==> config.mk <==
export PLATFORM = sky130hd
export DESIGN_NAME = blocked_scan_unit
export DESIGN_NICKNAME = d
export VERILOG_FILES = /design/src/rtl/bscan_pkg.sv /design/src/rtl/bscan_op.sv /design/src/rtl/bscan_ctrl.sv /design/src/rtl/blocked_scan_unit.sv
export SDC_FILE = /design/constraint.sdc
export NUM_CORES = 1
export LEC_CHECK = 0
export BUFFER_PORTS_ARGS = -buffer_cell sky130_fd_sc_hd__buf_4
export CORE_MARGIN = 3
export CORE_UTILIZATION = 45
export CTS_CLUSTER_DIAMETER = 40
export DETAILED_ROUTE_END_ITERATION = 7
export PLACE_DENSITY = 0.7
export SYNTH_ARGS = -nofsm -noshare
export SYNTH_HDL_FRONTEND = slang
export SYNTH_HIERARCHICAL = 1
export SYNTH_SLANG_ARGS = --single-unit
==> constraint.sdc <==
create_clock -name clk -period 5.9 [get_ports clk]
set_input_delay 0.295 -clock clk [delete_from_list [all_inputs] [get_ports clk]]
set_output_delay 0.295 -clock clk [all_outputs]
set_load 0.02 [all_outputs]
==> src/rtl/bscan_pkg.sv <==
`timescale 1ns/1ps
// Shared types for the blocked prefix scan engine.
// Assumes nothing beyond SystemVerilog package support.
package bscan_pkg;

    // Operator codes; values are visible at the op_sel port.
    typedef enum logic [2:0] {
        OP_ADD   = 3'd0,
        OP_MAX   = 3'd1,
        OP_MIN   = 3'd2,
        OP_AND   = 3'd3,
        OP_OR    = 3'd4,
        OP_XOR   = 3'd5,
        OP_LEFT  = 3'd6,
        OP_RIGHT = 3'd7
    } scan_op_e;

    // Sequencer phases.
    typedef enum logic [1:0] {
        PH_IDLE  = 2'd0,
        PH_LOCAL = 2'd1,
        PH_TAILS = 2'd2,
        PH_CARRY = 2'd3
    } scan_phase_e;

endpackage

==> src/rtl/bscan_op.sv <==
`timescale 1ns/1ps
// Combinational combine unit: y = lhs (op) rhs.
// Assumes lhs is the earlier element of the sequence; all operators are
// associative, keep-left and keep-right are deliberately non-commutative.
module bscan_op
    import bscan_pkg::*;
#(
    parameter int W = 8
) (
    input  scan_op_e       op,
    input  logic [W-1:0]   lhs,
    input  logic [W-1:0]   rhs,
    output logic [W-1:0]   y
);

    // Apply the selected operator with lhs on the left.
    always_comb begin
        case (op)
            OP_ADD:   y = lhs + rhs;
            OP_MAX:   y = (lhs > rhs) ? lhs : rhs;
            OP_MIN:   y = (lhs < rhs) ? lhs : rhs;
            OP_AND:   y = lhs & rhs;
            OP_OR:    y = lhs | rhs;
            OP_XOR:   y = lhs ^ rhs;
            OP_LEFT:  y = lhs;
            OP_RIGHT: y = rhs;
            default:  y = lhs + rhs;
        endcase
    end

endmodule

==> src/rtl/bscan_ctrl.sv <==
`timescale 1ns/1ps
// Phase sequencer: idle -> local scan (L-1 steps) -> tail rounds (LOGB steps)
// -> carry (1 step) -> idle with a one-cycle done pulse.
// Assumes L >= 2 and LOGB >= 1 (N >= 4); step is wide enough for L-1.
module bscan_ctrl
    import bscan_pkg::*;
#(
    parameter int L    = 4,
    parameter int LOGB = 2,
    parameter int CW   = 3
) (
    input  logic           clk,
    input  logic           rst_n,
    input  logic           start,
    output logic           load,
    output scan_phase_e    phase,
    output logic [CW-1:0]  step,
    output logic           busy,
    output logic           done
);

    localparam logic [CW-1:0] LOCAL_LAST = CW'(L - 1);
    localparam logic [CW-1:0] TAILS_LAST = CW'(LOGB - 1);

    assign busy = (phase != PH_IDLE);
    assign load = start && (phase == PH_IDLE);

    // Advance phase and step counter, raise done after the carry step.
    always_ff @(posedge clk) begin
        if (!rst_n) begin
            phase <= PH_IDLE;
            step  <= '0;
            done  <= 1'b0;
        end else begin
            done <= 1'b0;
            case (phase)
                PH_IDLE: begin
                    if (start) begin
                        phase <= PH_LOCAL;
                        step  <= CW'(1);
                    end
                end
                PH_LOCAL: begin
                    if (step == LOCAL_LAST) begin
                        phase <= PH_TAILS;
                        step  <= '0;
                    end else begin
                        step <= step + 1'b1;
                    end
                end
                PH_TAILS: begin
                    if (step == TAILS_LAST) begin
                        phase <= PH_CARRY;
                        step  <= '0;
                    end else begin
                        step <= step + 1'b1;
                    end
                end
                default: begin
                    phase <= PH_IDLE;
                    step  <= '0;
                    done  <= 1'b1;
                end
            endcase
        end
    end

    // done lasts one cycle and only follows the carry step.
    a_r3_done_single: assert property (@(posedge clk) disable iff (!rst_n)
        done |=> !done);
    a_r3_done_after_carry: assert property (@(posedge clk) disable iff (!rst_n)
        done |-> ($past(phase) == PH_CARRY));
    // a start while busy does not cut a scan short.
    a_r7_start_ignored: assert property (@(posedge clk) disable iff (!rst_n)
        (busy && start && phase != PH_CARRY) |=> busy);
    // local step index stays in its range.
    a_r3_local_step_range: assert property (@(posedge clk) disable iff (!rst_n)
        (phase == PH_LOCAL) |-> (step >= CW'(1) && step <= LOCAL_LAST));

endmodule

==> src/rtl/blocked_scan_unit.sv <==
`timescale 1ns/1ps
// Blocked three-phase inclusive prefix scan over N words of W bits.
// Assumes N is a power of two, N >= 4, and N / log2(N) is an integer.
// Each word owns one register and one combine unit; the sequencer picks
// which left operand, if any, each word combines with in a given cycle.
module blocked_scan_unit
    import bscan_pkg::*;
#(
    parameter int N = 16,
    parameter int W = 8
) (
    input  logic           clk,
    input  logic           rst_n,
    input  logic           start,
    input  logic [2:0]     op_sel,
    input  logic [N*W-1:0] operands,
    output logic           busy,
    output logic           done,
    output logic [N*W-1:0] result
);

    localparam int L    = $clog2(N);
    localparam int B    = N / L;
    localparam int LOGB = (B > 1) ? $clog2(B) : 1;
    localparam int CW   = $clog2(L) + 1;

    scan_phase_e     phase;
    logic [CW-1:0]   step;
    logic            load;
    scan_op_e        op_q;
    logic [N*W-1:0]  cur;

    bscan_ctrl #(.L(L), .LOGB(LOGB), .CW(CW)) u_ctrl (
        .clk   (clk),
        .rst_n (rst_n),
        .start (start),
        .load  (load),
        .phase (phase),
        .step  (step),
        .busy  (busy),
        .done  (done)
    );

    // Capture the operator with the operands on an accepted start.
    always_ff @(posedge clk) begin
        if (!rst_n)    op_q <= OP_ADD;
        else if (load) op_q <= scan_op_e'(op_sel);
    end

    for (genvar i = 0; i < N; i++) begin : g_word
        localparam int BLK     = i / L;
        localparam int OFF     = i % L;
        localparam int PREV    = (OFF != 0) ? i - 1 : i;
        localparam int CARRY_S = (BLK >= 1) ? BLK * L - 1 : i;

        logic [W-1:0]    val_q;
        logic [W-1:0]    lhs;
        logic [W-1:0]    y;
        logic            upd;
        logic [W-1:0]    cand [LOGB];
        logic [LOGB-1:0] tail_ok;

        // Tail-round sources: tail of the block 2^r blocks earlier.
        for (genvar r = 0; r < LOGB; r++) begin : g_round
            localparam int DIST = (1 << r) * L;
            localparam int SRC  = (i >= DIST) ? i - DIST : i;
            assign cand[r]    = cur[SRC*W +: W];
            assign tail_ok[r] = (BLK >= (1 << r));
        end

        // Choose this word's left operand for the current phase and step.
        always_comb begin
            upd = 1'b0;
            lhs = cur[PREV*W +: W];
            case (phase)
                PH_LOCAL: begin
                    if (OFF != 0 && step == CW'(OFF)) upd = 1'b1;
                end
                PH_TAILS: begin
                    if (OFF == L - 1) begin
                        for (int r = 0; r < LOGB; r++) begin
                            if (step == CW'(r) && tail_ok[r]) begin
                                upd = 1'b1;
                                lhs = cand[r];
                            end
                        end
                    end
                end
                PH_CARRY: begin
                    lhs = cur[CARRY_S*W +: W];
                    if (BLK >= 1 && OFF != L - 1) upd = 1'b1;
                end
                default: upd = 1'b0;
            endcase
        end

        bscan_op #(.W(W)) u_op (
            .op  (op_q),
            .lhs (lhs),
            .rhs (val_q),
            .y   (y)
        );

        // Load the input word or store the combined value.
        always_ff @(posedge clk) begin
            if (!rst_n)     val_q <= '0;
            else if (load)  val_q <= operands[i*W +: W];
            else if (upd)   val_q <= y;
        end

        assign cur[i*W +: W] = val_q;
    end

    assign result = cur;

    // an accepted start makes the unit busy next cycle.
    a_r2_busy_after_load: assert property (@(posedge clk) disable iff (!rst_n)
        load |=> busy);
    // idle without start keeps the result.
    a_r8_hold_idle: assert property (@(posedge clk) disable iff (!rst_n)
        (!busy && !start) |=> $stable(result));
    // the captured operator does not move during a scan.
    a_r8_op_held: assert property (@(posedge clk) disable iff (!rst_n)
        busy |=> $stable(op_q));
    // word 0 is its own prefix and never changes during a scan.
    a_r4_first_word_fixed: assert property (@(posedge clk) disable iff (!rst_n)
        busy |=> $stable(result[W-1:0]));

endmodule

==> out/results.ini, run 1 <==
[critical_path]
worstPathMaxFanout = 68
regToRegSetupSlack_ns = 0.92
required_ns = 6.29
cp_data_arrival_time_ns = 5.37
crit_chain = ha_4 > buf_4 > nand2_1 > o21ai_0 > inv_1 > ha_1 > o21bai_1 > a221oi_2 > o211ai_2 > o21ai_4 > and3_1 > o32a_1 > mux2i_1 > nand2_1 > o211a_1
r2r_start = u_ctrl/phase[0]$_SDFFE_PN0P_
critPathCaptureType = flop
cp-start-kind = flop
worst-path-buf-inv = 2
rr_endpoint = g_word[3].val_q[2]$_SDFFE_PN0P_
max_stage_delay_ns = 0.75
path_delay_family = compound AO/OA/AOI/OAI gates
reg2reg_depth = 15
crit_top_cell = nand2_1
cp_slowest_cell = ha_4
path_class = reg -> reg

[sta]
tns_ns = 0
rsz0062_at_grt = no
fin_crit_ns = 4.980
setup_viol = 0
fin_crit_sh_pct = 84.40
tightestPinTransition_ns = 1.096
fmax_mhz = 200.8
slew_viol_final = 0
hold_viol = 0
slew_headroom_pct = 26.13
fin_skew_ns = 0.009317
layout_setup_ws_ns = 0.9202

[detailed_routing]
drc = 0
routedWlPerCell_um = 20.20
vias = 28320
first_pass_iters = 6
drt-initial-drc-count = 2865
routed_wl_um = 94410
ant_nets = 0
via_per_inst = 6.058

[yosys]
synthCells = 3739
avgSynthCellArea_um2 = 7.505
synthArstFlopShare_pct = 0
synth_area_leaders = ha_1, dfxtp_1, mux2i_1
synth_cell_types = 90
seq_area_frac_synth_pct = 9.774
synth_top_cell_area_share_pct = 16.54
synth_edf_count = 0
yosysTopAreaCell = ha_1
yosysWarnings = 6
synth-main-ff-cell = dfxtp_1
ys_ff_latch = 137
synthesis.nets = 4259
synth.cell_area_um2 = 28060

[run_status]
status = complete, no violations

[clock_network]
cts_resized = 0
clk_path_buf_depth = 2
cts_setup_buffers = 0
tritoncts = done
clk_latency_ns = 0.50
clk_pin_slew_ns = 0.07
cts-root-buf = clkbuf_16
clock_sinks = 137
numCtsBuffers = 17
htreeDepth = 4
ctsHoldBuffers = 0

[pwr]
power.switching_mw = 10.62
pwr-share-seq_pct = 12.7
leakagePower_nw = 14.19
clkPwrFrac_pct = 6.4
cellPowerDensity_nw_per_um2 = 618.0
p_sw_share_pct = 55.50
ir_drop_v = 0.0003358
combPwrFrac_pct = 80.8
power.internal_mw = 8.512

[die]
die_w_um = 255.7
num_io_pins = 264
fp-row-count = 90
core-area_um2 = 61030
die_area_um2 = 65390
dieHeight_um = 255.7
start_util_pct = 45.97

[placement]
io_buffer_count = 263
place.detailed.hpwl_um = 69050
preCtsSetupSlack_ns = 1.008
place_congestion = 0.9739

[worst_hold_path]
hold_path_class = in -> reg
whs_path_depth = 3
hold_end = g_word[0].lhs[7]$_SDFFE_PN0P_
hp-start = operands[7]

[grt]
antenna_found_initial = 2
grt_pass1_vias = 26130
grt_max_degree = 139
overflow = 0
grt_usage_pct = 27.56
grt_pass1_wl_um = 147400

[cells_and_area]
area.sequential_um2 = 2754
drive_above_1_share_pct = 15.39
multi_input_area_um2 = 22480
areaGrowthSynthToFinish_pct = 10.31
layout_commonest_cell = inv_1
n_fill_cell = 6015
final_cell_mix = inv_1, nand2_1, ha_1
fin_nets = 4353

[flow_run]
maxCapViolations = 0

synthesized netlist by cell type (all sizes together), types with 10 or more instances:
cell    count
nand2     407
or3b       16
a31oi      18
nor3       52
xnor2      49
a32o       13
o32ai      23
clkbuf    129
a21o       33
mux4       65
a221oi     25
o22ai      22
dfxtp     137
inv       431
o21a       27
nand3      22
nor2      217
or2        10
a21oi     328
fa         15
o211a      72
or3        21
nor2b      57
a22o       20
o211ai     34
o21bai     28
a211o      14
nand2b     20
a211oi     15
o32a       61
buf       108
o221ai     28
mux2i     268
xor2       22
and3       59
o31a       16
ha        371
mux2       48
o21ai     346
and2       24
state kept, by name, indices dropped and copies added, names as in the netlist:
register,cells
g_word.val_q,120
g_word.lhs,8
op_q,3
u_ctrl/step,3
u_ctrl/phase,2
u_ctrl/done,1
worst register-to-register path, delay by kind of cell (launching register included):
family | cells | cell delay (ns)
flops | 1 | 0.49
mux | 1 | 0.13
compound gates | 7 | 1.98
buf+inv | 2 | 0.65
fa+ha+maj | 2 | 1.14
simple gates | 3 | 0.48
cell type report:
| class | count | share of cell area, % |
|---|---|---|
| multi-input combinational | 2933 | 72.62 |
| sequential | 137 | 8.897 |
| timing repair buffer | 312 | 7.850 |
| inverter | 432 | 5.239 |
| tap | 828 | 3.347 |
| clock buffer | 20 | 1.479 |
| clock inverter | 12 | 0.5578 |
| antenna | 1 | 0.008084 |
per-stage QoR:
stage / std cells / instance area [um^2] / total power, mW / hold WS [ns] / util, %
floorplan: 3739 / 28060 / 14.21 / 0.4625 / -
global placement: 4642 / 30320 / 17.40 / 0.5145 / 49.68
detailed placement: 4642 / 30320 / 17.56 / 0.5248 / 49.68
CTS: 4674 / 30950 / 18.89 / 0.02352 / 50.71
global route: 4674 / 30950 / 20.67 / 0.03884 / 50.71
finish: 4675 / 30950 / 19.13 / 0.05062 / 50.72
metal layers:
metal,vias to the layer above,share of wire (%),track usage (%)
li1,13470,-,-
met1,13530,45,37.99
met2,1155,43,42.04
met3,164,8.8,6.184
met4,4,3.3,10.01
met5,-,0.025,0
logic make-up after synthesis:
logic type	share of synthesized area (%)
simple gates	15.98
fa+ha+maj	17.61
xor+xnor	2.216
compound gates	27.50
mux	16.74
buf+inv	10.17
flops	9.774
power groups by stage:
stage	Combinational, mW	Sequential [mW]	Clock (mW)
2_1_floorplan	11.9	2.30	0
3_3_place_gp	15.0	2.41	0
3_5_place_dp	15.1	2.42	0
4_1_cts	15.2	2.40	1.25
5_1_grt	16.9	2.50	1.29
6_report	15.5	2.43	1.23
worst max-delay path by stage:
| stage | startpoint | end | cells past startpoint | slack, ns |
|---|---|---|---|---|
| 2_1_floorplan | u_ctrl/phase[0]$_SDFFE_PN0P_ | g_word[13].val_q[2]$_SDFFE_PN0P_ | 17 | 1.54 |
| 3_3_place_gp | u_ctrl/phase[0]$_SDFFE_PN0P_ | g_word[7].val_q[4]$_SDFFE_PN0P_ | 16 | 1.09 |
| 3_5_place_dp | u_ctrl/phase[0]$_SDFFE_PN0P_ | g_word[3].val_q[3]$_SDFFE_PN0P_ | 15 | 1.01 |
| 4_1_cts | u_ctrl/phase[0]$_SDFFE_PN0P_ | g_word[6].val_q[4]$_SDFFE_PN0P_ | 15 | 0.97 |
| 5_1_grt | u_ctrl/phase[0]$_SDFFE_PN0P_ | g_word[7].val_q[0]$_SDFFE_PN0P_ | 16 | 0.53 |
| 6_report | u_ctrl/phase[0]$_SDFFE_PN0P_ | g_word[3].val_q[2]$_SDFFE_PN0P_ | 15 | 0.92 |
Note: power is estimated with default switching activity, not from simulation.
==> run 2: changes to the inputs <==
clock period = 4.85 ns   (was 5.9 ns; I/O delays follow)
==> out/results.ini, run 2 (synthesis gave the netlist of run 1 again) <==
[grt]
grt_use_met3_pct = 6.105  ; was 6.184%
grt_usage_pct = 28.10  ; was 27.56%
use_met2_pct = 43.86  ; was 42.04%
overflow = 0  ; unchanged
grt_use_met1_pct = 38.45  ; was 37.99%
grt_pass1_wl_um = 149700  ; was 147400 um
grt_max_degree = 91  ; was 139
antenna_found_initial = 3  ; was 2
grt-busiest-layer = met2  ; unchanged
grt_pass1_vias = 26500  ; was 26130

[die]
dieHeight_um = 255.7  ; unchanged
fp-row-count = 90  ; unchanged
core-area_um2 = 61030  ; unchanged
num_io_pins = 264  ; unchanged
die_area_um2 = 65390  ; unchanged
start_util_pct = 45.97  ; unchanged
die_w_um = 255.7  ; unchanged

[sta]
slew_viol_final = 0  ; unchanged
fmax_mhz = 222.8  ; was 200.8 MHz
fin_crit_sh_pct = 92.52  ; was 84.40%
slew_headroom_pct = 14.26  ; was 26.13%
hold_viol = 0  ; unchanged
rsz0062_at_grt = no  ; unchanged
tightestPinTransition_ns = 1.273  ; was 1.096 ns
fin_skew_ns = 0.01735  ; was 0.009317 ns
fin_crit_ns = 4.487  ; was 4.980 ns
layout_setup_ws_ns = 0.3626  ; was 0.9202 ns
tns_ns = 0  ; unchanged
setup_viol = 0  ; unchanged

[placement]
io_buffer_count = 263  ; unchanged
place.detailed.hpwl_um = 71280  ; was 69050 um
preCtsSetupSlack_ns = 0.2971  ; was 1.008 ns
place_congestion = 0.9957  ; was 0.9739

[clock_network]
cts_setup_buffers = 0  ; unchanged
tritoncts = done  ; unchanged
clk_latency_ns = 0.52  ; was 0.50 ns
cts-root-buf = clkbuf_16  ; unchanged
htreeDepth = 4  ; unchanged
clk_path_buf_depth = 2  ; unchanged
clock_sinks = 137  ; unchanged
clk_pin_slew_ns = 0.06  ; was 0.07 ns
numCtsBuffers = 17  ; unchanged

[flow_run]
maxCapViolations = 0  ; unchanged

[detailed_routing]
routedWlPerCell_um = 20.25  ; was 20.20 um
ant_nets = 0  ; unchanged
vias = 28690  ; was 28320
via_per_inst = 6.024  ; was 6.058
first_pass_iters = 6  ; unchanged
routed_wl_um = 96430  ; was 94410 um
drt-initial-drc-count = 2639  ; was 2865
drc = 0  ; unchanged

[cells_and_area]
largest_reg_flops = 120  ; unchanged
areaGrowthSynthToFinish_pct = 12.88  ; was 10.31%
regMostFlops = g_word.val_q  ; unchanged
fin_nets = 4440  ; was 4353
final_cell_mix = inv_1, nand2_1, ha_1  ; unchanged
layout_commonest_cell = inv_1  ; unchanged
drive_above_1_share_pct = 16.48  ; was 15.39%

[run_status]
status = complete, no violations  ; unchanged

[pwr]
ir_drop_v = 0.0004487  ; was 0.0003358 V
cellPowerDensity_nw_per_um2 = 746.8  ; was 618.0 nW/um^2
leakagePower_nw = 14.59  ; was 14.19 nW

[critical_path]
path_class = reg -> reg  ; unchanged
critPathCaptureType = flop  ; unchanged
required_ns = 5.25  ; was 6.29 ns
cp-start-kind = flop  ; unchanged
cp_data_arrival_time_ns = 4.88  ; was 5.37 ns
worstPathMaxFanout = 37  ; was 68

[worst_hold_path]
hold_path_class = in -> reg  ; unchanged

[run 2: path summary, 6_finish.rpt]
kind                                 start                                to  slack, ns  cells past startpoint
max           u_ctrl/phase[1]$_SDFFE_PN0P_  g_word[14].val_q[2]$_SDFFE_PN0P_       0.36                     13
min reg2reg  g_word[0].lhs[5]$_SDFFE_PN0P_     g_word[0].lhs[5]$_SDFFE_PN0P_       0.55                      2
max reg2reg   u_ctrl/phase[1]$_SDFFE_PN0P_  g_word[14].val_q[2]$_SDFFE_PN0P_       0.36                     13
min                           operands[95]  g_word[11].val_q[7]$_SDFFE_PN0P_       0.02                      3
[run 2: timing repair]
action	4_1_cts	5_1_grt
hold buffers	32	0
endpoints found under the setup margin	0	2
hold endpoints to repair	32	0
gates resized for setup	0	1
[run 2: final cells by class]
class	count	area [um^2]
fill	5990	29360
inverter	432	1622
multi-input combinational	2933	22480
clock buffer	20	446.7
clock inverter	12	151.4
sequential	137	2754
tap	828	1036
antenna	2	5.005
timing repair buffer	399	3176
[run 2: critical path, stage by stage (launching register included)]
cell and delay, ns:
dfxtp_1 0.40, ha_4 0.32, buf_12 0.21, o21ai_0 0.58, inv_1 0.16, ha_1 0.42
or4_4 0.58, o211ai_1 0.43, nand2_2 0.30, and3_1 0.27, o32a_1 0.32, mux2i_1 0.12
nand2_1 0.08, o211a_1 0.18
[run 2: metal layers]
layer / part of all wire (%) / vias up
met5: 0.021 / -
met4: 2.8 / 2
met3: 9.2 / 145
met2: 44 / 1202
met1: 44 / 13700
li1: - / 13650
[run 2: metrics by stage]
stage	hold WS, ns	area [um^2]	util [%]	total power [mW]	std cells
after global routing	0.01554	31670	51.89	25.52	4762
after CTS	0.0001332	31660	51.88	23.35	4761
after detailed placement	0.5072	30750	50.38	21.75	4697
final	0.01688	31670	51.89	23.65	4763
after global placement	0.4997	30750	50.38	21.58	4697
after floorplan	0.4100	28060	-	17.29	3739
[run 2: power breakdown]
part / switching, mW / internal, mW
logic: 11.1 / 8.22
registers: 1.27 / 1.57
clock network: 0.630 / 0.817
